==> src/rtl/bcd_calendar_core.sv <==
module bcd_calendar_core (
  input  logic       clk,
  input  logic       rst_n,
  input  logic       tick,
  input  logic [3:0] addr,
  input  logic [3:0] wdata,
  input  logic       wr_en,
  input  logic       rd_en,
  output logic [3:0] rdata,
  output logic [1:0] bank_sel,
  output logic [1:0] timer_ctrl
);
  logic [3:0] dg [15];
  logic [3:0] nx [15];
  logic       stop_q, busy_q;
  logic [1:0] bank_q, tmr_q;
  logic [6:0] day_n, mon_n, yy_n, cc_n;
  logic [6:0] dim;
  logic       leap;

  wire run     = tick & ~stop_q;
  wire c_s0    = dg[0] == 4'd9;
  wire sec_end = c_s0 && dg[1] == 4'd5;
  wire c_m0    = sec_end && dg[2] == 4'd9;
  wire min_end = c_m0 && dg[3] == 4'd5;
  wire hr_end  = min_end && dg[5] == 4'd2 && dg[4] == 4'd3;
  wire day_end = hr_end && day_n == dim;
  wire mon_end = day_end && mon_n == 7'd12;
  wire dig_wr  = wr_en && bank_q == 2'd0 && addr != 4'hF;

  assign bank_sel   = bank_q;
  assign timer_ctrl = tmr_q;

  always_comb begin
    day_n = 7'(dg[8]) * 7'd10 + 7'(dg[7]);
    mon_n = 7'(dg[10]) * 7'd10 + 7'(dg[9]);
    yy_n  = 7'(dg[12]) * 7'd10 + 7'(dg[11]);
    cc_n  = 7'(dg[14]) * 7'd10 + 7'(dg[13]);
    leap  = (yy_n == 7'd0) ? (cc_n[1:0] == 2'd0) : (yy_n[1:0] == 2'd0);
    case (mon_n)
      7'd2:                    dim = leap ? 7'd29 : 7'd28;
      7'd4, 7'd6, 7'd9, 7'd11: dim = 7'd30;
      default:                 dim = 7'd31;
    endcase
  end

  always_comb begin
    for (int i = 0; i < 15; i++) nx[i] = dg[i];
    nx[0] = c_s0 ? 4'd0 : dg[0] + 4'd1;
    if (c_s0)    nx[1] = (dg[1] == 4'd5) ? 4'd0 : dg[1] + 4'd1;
    if (sec_end) nx[2] = (dg[2] == 4'd9) ? 4'd0 : dg[2] + 4'd1;
    if (c_m0)    nx[3] = (dg[3] == 4'd5) ? 4'd0 : dg[3] + 4'd1;
    if (min_end) begin
      if (hr_end) begin
        nx[4] = 4'd0; nx[5] = 4'd0;
      end else if (dg[4] == 4'd9) begin
        nx[4] = 4'd0; nx[5] = dg[5] + 4'd1;
      end else nx[4] = dg[4] + 4'd1;
    end
    if (hr_end) begin
      nx[6] = (dg[6] >= 4'd6) ? 4'd0 : dg[6] + 4'd1;
      if (day_end) begin
        nx[7] = 4'd1; nx[8] = 4'd0;
      end else if (dg[7] == 4'd9) begin
        nx[7] = 4'd0; nx[8] = dg[8] + 4'd1;
      end else nx[7] = dg[7] + 4'd1;
    end
    if (day_end) begin
      if (mon_end) begin
        nx[9] = 4'd1; nx[10] = 4'd0;
      end else if (dg[9] == 4'd9) begin
        nx[9] = 4'd0; nx[10] = dg[10] + 4'd1;
      end else nx[9] = dg[9] + 4'd1;
    end
    if (mon_end) begin
      nx[11] = (dg[11] == 4'd9) ? 4'd0 : dg[11] + 4'd1;
      if (dg[11] == 4'd9) begin
        nx[12] = (dg[12] == 4'd9) ? 4'd0 : dg[12] + 4'd1;
        if (dg[12] == 4'd9) begin
          nx[13] = (dg[13] == 4'd9) ? 4'd0 : dg[13] + 4'd1;
          if (dg[13] == 4'd9) nx[14] = (dg[14] == 4'd9) ? 4'd0 : dg[14] + 4'd1;
        end
      end
    end
  end

  always_ff @(posedge clk) begin
    if (!rst_n) begin
      for (int i = 0; i < 15; i++) dg[i] <= 4'd0;
      dg[6]  <= 4'd6;
      dg[7]  <= 4'd1;
      dg[9]  <= 4'd1;
      dg[14] <= 4'd2;
      stop_q <= 1'b0;
      busy_q <= 1'b0;
      bank_q <= 2'd0;
      tmr_q  <= 2'd0;
    end else begin
      busy_q <= run;
      if (run) for (int i = 0; i < 15; i++) dg[i] <= nx[i];
      if (dig_wr) dg[addr] <= wdata;
      if (wr_en && addr == 4'hF) begin
        stop_q <= wdata[1];
        bank_q <= wdata[3:2];
      end
      if (wr_en && bank_q == 2'd2 && addr == 4'hE) tmr_q <= wdata[1:0];
    end
  end

  always_comb begin
    rdata = 4'd0;
    if (rd_en) begin
      if (addr == 4'hF)                        rdata = {bank_q, stop_q, busy_q};
      else if (bank_q == 2'd0)                 rdata = dg[addr];
      else if (bank_q == 2'd2 && addr == 4'hE) rdata = {2'b00, tmr_q};
    end
  end

  AST_BUSY_AFTER_TICK: assert property (@(posedge clk) disable iff (!rst_n) run |=> busy_q);
  AST_BUSY_IDLE: assert property (@(posedge clk) disable iff (!rst_n) !run |=> !busy_q);
  AST_STOP_HOLDS: assert property (@(posedge clk) disable iff (!rst_n)
    (stop_q && !wr_en) |=> ($stable(dg[0]) && $stable(dg[7]) && $stable(dg[11])));
  AST_SEC_WRAP: assert property (@(posedge clk) disable iff (!rst_n)
    (run && !wr_en && sec_end) |=> (dg[0] == 4'd0 && dg[1] == 4'd0));
  AST_DOW_WRAP: assert property (@(posedge clk) disable iff (!rst_n)
    (run && !wr_en && hr_end && dg[6] == 4'd6) |=> dg[6] == 4'd0);
  AST_MONTH_WRAP: assert property (@(posedge clk) disable iff (!rst_n)
    (run && !wr_en && mon_end) |=> (dg[9] == 4'd1 && dg[10] == 4'd0));
  AST_TIMER_KEEP: assert property (@(posedge clk) disable iff (!rst_n)
    !(wr_en && bank_q == 2'd2 && addr == 4'hE) |=> $stable(tmr_q));
endmodule

==> config.mk <==
export PLATFORM = sky130hd
export DESIGN_NAME = bcd_calendar_core
export DESIGN_NICKNAME = d
export VERILOG_FILES = /design/src/rtl/bcd_calendar_core.sv
export SDC_FILE = /design/constraint.sdc
export NUM_CORES = 1
export LEC_CHECK = 0
export BUFFER_PORTS_ARGS = -buffer_cell sky130_fd_sc_hd__buf_2
export CORE_UTILIZATION = 66
export CTS_BUF_LIST = sky130_fd_sc_hd__clkbuf_16
export CTS_CLUSTER_DIAMETER = 150
export DETAILED_ROUTE_END_ITERATION = 7
export GPL_TIMING_DRIVEN = 0
export PLACE_DENSITY_LB_ADDON = 0.12
export SYNTH_ARGS = -nofsm -noshare
export SYNTH_HDL_FRONTEND = slang
export SYNTH_SLANG_ARGS = --single-unit
==> constraint.sdc <==
create_clock -name clk -period 8.1 [get_ports clk]
set_clock_uncertainty 0.2 [all_clocks]
set_input_delay 0.405 -clock clk [delete_from_list [all_inputs] [get_ports clk]]
set_output_delay 0.405 -clock clk [all_outputs]
set_load 0.05 [all_outputs]
# --- After elaboration in Yosys (flattened, before gate mapping) ---
# Memories as Yosys holds them, arrays and structs flattened.
# Cells that the tools add are included.
word_totals:
  elab_cells: 153
  memories: 1
  output_inout_bits: 8
  ff_bits: 6
  ramBits: 60
memory_table:
  columns: ["name", "words", "width", "rd", "rd_clocked_by_memory_dff", "write_ports", "line_no", "text"]
  rows:
  - ["dg", 15, 4, 16, 0, 16, "13", "logic [3:0] dg [15];"]
classes:
  order_cmp: 1
  bitwise_logic: 21
  mul: 4
  addsub: 19
  reduce_logical: 18
  n_mux: 61
  eq_ne: 24
op_table:
  columns: ["op", "count"]
  rows:
  - ["two-way mux 4 bit", 41]
  - ["adder 4 x 1 -> 4 bit (second input constant)", 15]
  - ["two-way mux 8 bit", 6]
  - ["equality test 4 bit (second input constant)", 11]
  - ["two-way mux 12 bit", 2]
  - ["adder 7 x 4 -> 7 bit", 3]
  - ["equality test 7 x 4 -> 1 bit (second input constant)", 3]
  - ["bitwise OR 1 bit", 19]
  - ["multiplier 4 x 3 -> 6 bit (second input constant)", 3]
  - ["two-way mux 16 bit", 1]
  - ["equality test 7 x 3 -> 1 bit (second input constant)", 2]
  - ["logical AND 1 bit", 13]
  - ["two-way mux 1 bit", 9]
  - ["equality test 4 x 2 -> 1 bit (second input constant)", 2]
  - ["equality test 4 x 3 -> 1 bit (second input constant)", 2]
  - ["equality test 7 x 2 -> 1 bit (second input constant)", 1]
  - ["equality test 7 bit", 1]
  - ["zero test 7 bit", 1]
  - ["zero test 2 bit", 3]
  - [">= comparator 4 x 3 -> 1 bit (second input constant)", 1]
  - ["multiplier 4 x 3 -> 1 bit (second input constant)", 1]
  - ["!= test 4 bit (second input constant)", 1]
  - ["one-hot mux 2 bit (2 select lines)", 1]
  - ["OR reduction 4 bit", 1]
  - ["other kinds (5)", 5]

# --- Depth between registers and ports, before layout ---
# Gate-level depths: netlist of the first run.
# An unclocked memory read counts as a cell.
logic_depth:
  word_depth: 13
  depth_mapped: 11
  depth_no_buf: 11

# --- Worst setup path after synthesis of the first run ---
# Ideal clock, no wire load.
synth_timing:
  path_kind: "register to register"
  start: "memory dg[8][1]"
  end: "memory dg[13][0] (enable)"
  t_required_ns: 7.565
  path_slack_ns: 4.490
  arrival_time_ns: 3.075
  synth_period_minus_slack_ns: 3.610
  path_buffers: 0
  stages_incl_launch_ff: 11
  path_cell_list: "edfxtp_1 > ha_1 > ha_1 > fa_1 > xnor2_1 > nand4b_1 > or3_1 > or3_4 > a2111oi_4 > nand4_2 > o21ai_1"
synth_lines:
  columns: ["element", "line_no"]
  rows:
  - ["from (decl)", "13"]

==> results of run 1 <==
[worst max-delay path by stage]
| stage | end | slack (ps) | depth (start not counted) | from |
|---|---|---|---|---|
| 2_1_floorplan | dg[13][0] | 4490 | 10 | dg[8][1] |
| 3_3_place_gp | dg[13][0] | 4170 | 10 | dg[8][1] |
| 3_5_place_dp | dg[13][1] | 4070 | 10 | dg[8][1] |
| 4_1_cts | dg[13][1] | 4060 | 10 | dg[8][1] |
| 5_1_grt | dg[13][0] | 3780 | 10 | dg[8][1] |
| 6_report | dg[13][2] | 4030 | 10 | dg[8][1] |
[layout make-up]
class,count,area [um2]
well taps,105,131.4
fillers,595,2071
multi-input cells,425,3327
clock buffers,9,225.2
flip-flops and latches,70,2042
repair buffers,18,90.09
clock inverters,7,88.84
plain buffers,22,83.83
inverters,31,116.4
[flip-flops by register name, summed over array words and instances, names as in the netlist]
register	count
busy_q	1
timer_ctrl	2
stop_q	1
bank_sel	2
dg	64
[per-stage QoR]
step | instances | hold WS, ps | instance area [um2] | setup slack [ps] | utilization, %
after detailed placement | 671 | 297.0 | 5791 | 4070 | 70.83
after global routing | 687 | 65.96 | 6105 | 3782 | 74.67
after global placement | 671 | 298.6 | 5791 | 4165 | 70.83
after CTS | 687 | 61.34 | 6105 | 4057 | 74.67
after floorplan | 548 | 265.0 | 5569 | 4490 | -
final | 687 | 65.24 | 6105 | 4033 | 74.67
[logic make-up after synthesis]
logic type | count (synthesis) | synth area share [%]
adders and majority gates | 51 | 12.29
AOI/OAI and AO/OA | 120 | 16.01
and+or+nand+nor | 192 | 17.18
buffers and inverters | 53 | 3.602
other | 1 | 0.06747
xor gates and xnor gates | 37 | 5.831
DFF | 70 | 36.74
muxes | 21 | 8.285
[placed cells by master (no fill, tap or decap), types with 13 or more instances in the layout]
cell,n
xor2_1,21
xnor2_1,16
ha_1,45
clkbuf_1,19
inv_1,31
o21ai_0,13
mux4_2,20
nand2_1,82
edfxtp_1,64
nor2_1,23
nand3_1,22
buf_2,19
o31ai_1,36
[per-layer routing]
metal | track usage, % | vias to the layer above | wire length [um]
met1 | 47.70 | 2248 | 5742
met3 | 6.634 | 77 | 1445
met5 | 0 | - | 0
met4 | 17.95 | 0 | 784
met2 | 58.76 | 289 | 6981
li1 | - | 2107 | -
[critical path, stage by stage, from the launching register on]
cell and delay [ps]:
edfxtp_1 530, ha_1 350, ha_1 210, fa_1 380
xnor2_1 150, nand4b_1 160, or3_1 410, or3_4 370
a2111oi_4 410, nand4_2 200, o21ai_1 360
[power by group through the flow]
stage	combinational, mW	sequential, mW	clock [mW]
6_report	0.228	0.469	0.421
3_5_place_dp	0.221	0.474	0
5_1_grt	0.249	0.472	0.435
3_3_place_gp	0.212	0.473	0
2_1_floorplan	0.170	0.460	0
4_1_cts	0.224	0.467	0.422
==> results.md, run 1 <==
- Net Sw Power: between 300 and 400 uW
- Sw Ratio: roughly 29%
- Setup bufs post-CTS: 0
- Core area: 8175 um2
- WL/cell: roughly 22 um
- DR iter-0 viols: around 550
- Fraction of layout cells with a size suffix above 1: between 10% and 20%
- Post-detailed-route via-to-cell ratio: 6.872
- Post-Syn Area per Cell: between 10 and 15 um2
- Synth top area share: approximately 35%
- DP HPWL: about 11 mm
- Hold Path Sink: dg[15][2]
- Headroom to the max-slew limit: between 30% and 40%
- Origin of the worst min-delay path: wdata[2]
- Clock sink count: 70
- DIE AREA: approximately 8800 um2
- NumNets Final: approximately 640
- Flop2flop setup slack: a little over 4000 ps
- F_max: between 200 and 250 MHz
- Yosys warnings: 0
- Sequential fraction of the synthesis area: between 30% and 40%
- TritonCTS buffer count: 9
- Grt ovf: 0
- Count leader, synth: nand2_1
- Gpl congestion: approximately 1.0
- Min cycle time layout: approximately 4100 ps
- Clk_lat worst skew: between 300 and 400 ps
- WS Path Type: flip-flop to flip-flop
- Fin. max-slew vios: 0
- Reg2Reg Launch Point: dg[8][1]
- Root buffer cell: clkbuf_16
- CP required: around 7900 ps
- Clock slew at the register clock pins of the worst setup and hold paths: ~60 ps
- Antenna-violating nets left: 0
- Die Y: 93.77 um
- Clock group share of total power: approximately 38%
- Pin count of the biggest net entering global routing: 13
- RSZ-0062 raised after global routing: false
- Largest area contributor in the netlist: edfxtp_1
- Leakage: 2.294 nW
- Ant diodes: 0
- Fin crit share: between 50% and 60%
- Post-Syn Instances: 545
- Internal: ~790 uW
- Flop pwr share: between 40% and 50%
- Worst setup SP type: flip-flop
- Global-route wire length before repair: between 20 and 25 mm
- Cell Rows: 33
- Total wire length: 14.95 mm
- Total number of vias: 4721
- R2r endpoint: dg[13][2]
- Status: finished, final reports clean
- Max-capacitance violation count: 0
- CTS Buffer Depth: 2
- Hold-fix buffers, CTS: 0
- Hold depth: 1
- Library cells used by synthesis: about 60
- Vias in the first global route: approximately 4600
- Synth top cells by count: nand2_1 (82), edfxtp_1 (64), ha_1 (45)
- Cell count of the worst reg-to-reg path: 10
- Setup TNS: 0 ps
- Transition time of the tightest slew-check pin: approximately 970 ps
- H-tree depth: 3
- Initial antenna violation count: 0
- Critical path endpoint category: flip-flop
- CTS tree: done
- PortBufs: 18
- Number of gates resized after cts: 0
- Gr usage total: around 37%
- Initial core utilization: between 60% and 70%
- Crit path DAT: between 3000 and 4000 ps
- Post-route DRC: 0
- Crit Path Max Fanout: 6
- Die Span X: approximately 94 um
- Layout area overhead: 9.838%
- Total power: approximately 1.1 mW
- Post-synthesis register bit count: 70
- Top FF cell, synth: edfxtp_1
- Final Hold Violating Endpoints: 0
- HP Class: input port to flip-flop
- Cell area power density: between 150 and 200 nW/um2
- Netlist Area Pre-Place: ~5600 um2
- Power share of the combinational group: between 20% and 30%
- Asr flop ratio synth: 0%
- Finish-stage setup viols: 0
- I/O pin count: 21
- Maximum vdd drop: 0.1261 mV
- Top cells by area, synth: edfxtp_1 (35%), ha_1 (10%), mux4_2 (8.1%)
- Post-synth EDFFs: 64
- Drt first pass iters: 6
Note: power is estimated with default switching activity, not from simulation.
==> run 2: changes to the inputs <==
--- a/config.mk
+++ b/config.mk
@@ -5,8 +5,9 @@
 export SDC_FILE = /design/constraint.sdc
 export NUM_CORES = 1
 export LEC_CHECK = 0
+export ABC_AREA = 1
 export BUFFER_PORTS_ARGS = -buffer_cell sky130_fd_sc_hd__buf_2
-export CORE_UTILIZATION = 66
+export CORE_UTILIZATION = 57
 export CTS_BUF_LIST = sky130_fd_sc_hd__clkbuf_16
 export CTS_CLUSTER_DIAMETER = 150
 export DETAILED_ROUTE_END_ITERATION = 7
==> constraint.sdc (replaced) <==
create_clock -name clk -period 3.65 [get_ports clk]
set_clock_uncertainty 0.2 [all_clocks]
set_input_delay 0.1825 -clock clk [delete_from_list [all_inputs] [get_ports clk]]
set_output_delay 0.1825 -clock clk [all_outputs]
set_load 0.05 [all_outputs]
==> run 2 against run 1 <==
Flip-flop and latch count did not move; via count up 13%; sequential share of layout area fell by 0.82 points; fmax is 18% higher; synthesized cell count rose by 28%; core utilization shrank 7.6 points; register-to-register slack worse by 3800 ps; worst setup slack lost 3800 ps.
==> results.md, run 2 <==
- Antenna-violating nets left: 0 (unchanged)
- Yosys warnings: 0 (unchanged)
- Max-capacitance violation count: 0 (unchanged)
- Final Hold Violating Endpoints: 0 (unchanged)
- Hold Path Sink: timer_ctrl[1]
- Grt ovf: 0 (unchanged)
- Layout area overhead: 13.22%
- Vias in the first global route: 4928 (+6.9%)
- Clock slew at the register clock pins of the worst setup and hold paths: 60 ps (about the same)
- Fin crit share: 94.47% (+44 points)
- DP HPWL: 11.41 mm (+4.9%)
- Initial antenna violation count: 0 (unchanged)
- Reg2Reg Launch Point: dg[10][1]
- Asr flop ratio synth: 0% (unchanged)
- Root buffer cell: clkbuf_16
- Setup TNS: 0 ps (unchanged)
- Largest area contributor in the netlist: edfxtp_1
- Crit path DAT: 3280 ps (-590 ps)
- Min cycle time layout: 3448 ps (-618.9 ps)
- Post-Syn Area per Cell: 7.897 um2 (-23%)
- Post-placement cell area: 5801 um2 (+0.17%)
- TritonCTS buffer count: 9 (unchanged)
- CP required: 3490 ps (-4410 ps)
- DIE AREA: 10100 um2 (+15%)
- Hold depth: 4 (+3)
- Cell area power density: 401.7 nW/um2 (+120%)
- Flop2flop setup slack: 200 ps (-3830 ps)
- Finish-stage setup viols: 0 (unchanged)
- RSZ-0062 raised after global routing: false
- Fraction of layout cells with a size suffix above 1: 9.321% (-2.0 points)
- Die Span X: 100.5 um (+7.2%)
- Largest register FFs: 64 (unchanged)
- Gr usage total: 32.77% (-3.8 points)
- Synth top area share: 34.77% (+0.19 points)
- Global-route wire length before repair: 24.93 mm (+4.6%)
- Drt first pass iters: 5 (-1)
- Transition time of the tightest slew-check pin: 1163 ps (+191.1 ps)
- Critical path endpoint category: flip-flop
- Crit Path Max Fanout: 4 (-2)
- Headroom to the max-slew limit: 21.50% (-13 points)
- R2r endpoint: dg[10][1]
- H-tree depth: 3 (unchanged)
- Post-synthesis register bit count: 70 (unchanged)
- Post-synth EDFFs: 64 (unchanged)
- Die Y: 100.5 um (+7.2%)
- F_max: 290.0 MHz (+18%)
- Count leader, synth: nand2_1
- Library cells used by synthesis: 39 (-36%)
- Post-Syn Instances: 700 (+28%)
- HP Class: input port to flip-flop
- CTS tree: done
- Origin of the worst min-delay path: wr_en
- Most flops, register: dg
- Post-detailed-route via-to-cell ratio: 6.061 (-12%)
- Top FF cell, synth: edfxtp_1
- Post-route DRC: 0 (unchanged)
- Dpl cells: 852 (+27%)
- Status: finished, final reports clean
- Fin. max-slew vios: 0 (unchanged)
- I/O pin count: 21 (unchanged)
- WS Path Type: flip-flop to flip-flop
- Top cells by area, synth: edfxtp_1 (35%), ha_1 (10%), nand2_1 (9.6%)
- Total wire length: 15.81 mm (+5.7%)
- Gpl congestion: 0.9470 (-8.0%)
- Pin count of the biggest net entering global routing: 14 (+1)
- Leakage: 2.851 nW (+24%)
- Maximum vdd drop: 0.3000 mV (+140%)
- Post-Layout Cell Count: 880 (+28%)
- Design area: 6259 um2 (+2.5%)
- Most frequent cells in the layout: nand2_1 (141), inv_1 (99), o21ai_0 (73)
- Cell Rows: 35 (+6.1%)
- Worst setup SP type: flip-flop
- CTS Buffer Depth: 2 (unchanged)
- Commonest non-fill, non-tap cell in the layout: nand2_1
- Clk_lat worst skew: 340 ps (about the same)
- PortBufs: 20 (+2)
- Sequential fraction of the synthesis area: 36.94% (+0.20 points)
- Total number of vias: 5334 (+13%)
- Ant diodes: 0 (unchanged)
- NumNets Final: 810 (+26%)
- Clock sink count: 70 (unchanged)
- WL/cell: 17.97 um (-17%)
- Netlist Area Pre-Place: 5528 um2 (-0.54%)
- Initial core utilization: 59.26% (-8.7 points)
- Synth top cells by count: nand2_1 (141), inv_1 (99), o21ai_0 (73)
- Core area: 9328 um2 (+14%)
- Cell count of the worst reg-to-reg path: 17 (+7)
- DR iter-0 viols: 563 (+3.3%)
[run 2: how the worst max path moves through the flow]
stage,from,endpoint,slack [ps],cells past startpoint
after detailed placement,dg[10][1],dg[13][2],-20,15
after global routing,dg[10][1],dg[10][3],20,17
final,dg[10][1],dg[10][1],200,17
after global placement,dg[10][1],dg[13][1],120,15
after floorplan,dg[10][1],dg[13][0],480,15
after CTS,dg[10][1],dg[12][3],70,15
[run 2: what timing repair did]
action | CTS | global route
hold buffers | 4 | 0
buffers inserted | 0 | 8
hold endpoints to repair | 6 | 0
setup endpoints to repair | 4 | 24
gates resized for setup | 1 | 1
[run 2: power breakdown]
group          internal, mW  switching (mW)  leakage [nW]  total (mW)
Sequential            0.945          0.0615         0.691        1.01
Combinational         0.165           0.310          2.00       0.476
Clock                 0.670           0.363         0.162        1.03
Total                  1.78           0.735          2.85        2.51
[run 2: cell families (layout without fill, tap and decap cells)]
group	count (synthesis)	in the layout	synth area share, %
adders and majority gates	51	51	12.36
and+or+nand+nor	294	294	23.59
other	1	4	0.06784
AOI/OAI and AO/OA	143	143	14.94
DFF	70	70	36.94
buffers and inverters	114	162	7.832
xor gates and xnor gates	27	27	4.278
[run 2: final cells by class]
type | instances | area (um2)
Inverter | 105 | 396.6
Buffer | 9 | 36.28
Multi-Input combinational cell | 519 | 3074
Clock inverter | 7 | 122.6
Clock buffer | 9 | 225.2
Tap cell | 129 | 161.4
Fill cell | 785 | 3069
Sequential cell | 70 | 2042
Timing Repair Buffer | 32 | 200.2
[run 2: stage by stage]
stage                     util [%]  hold slack, ps  total power, mW  setup slack (ps)
after floorplan                  -           81.37            1.334             478.7
after detailed placement     62.19           206.5            1.468            -22.97
after CTS                    66.37           133.1            2.501             65.73
final                        67.10           155.9            2.514             201.8
after global placement       62.19           208.8            1.448             115.5
after global routing         67.10           200.5            2.610             15.95
[run 2: critical path, cell delays in order, from the launching register on]
cell and delay [ps]:
edfxtp_1 420, ha_1 320, ha_1 190, inv_1 60, fa_1 450, nor2_1 210, nand3_1 120, nand2_1 140
nand2_1 100, nor2_1 130, nand3_1 80, nand2_1 140, nand2_1 120, nand2_1 80, nand2_1 100, inv_1 80
nand2_1 50, nand2_1 150
[run 2: layer usage]
metal | track usage (%) | up-vias | wire length [um]
li1 | - | 2494 | -
met1 | 42.80 | 2483 | 6496
met2 | 52.32 | 302 | 7275
met3 | 5.479 | 55 | 1372
met4 | 17.50 | 0 | 666
met5 | 0 | - | 0
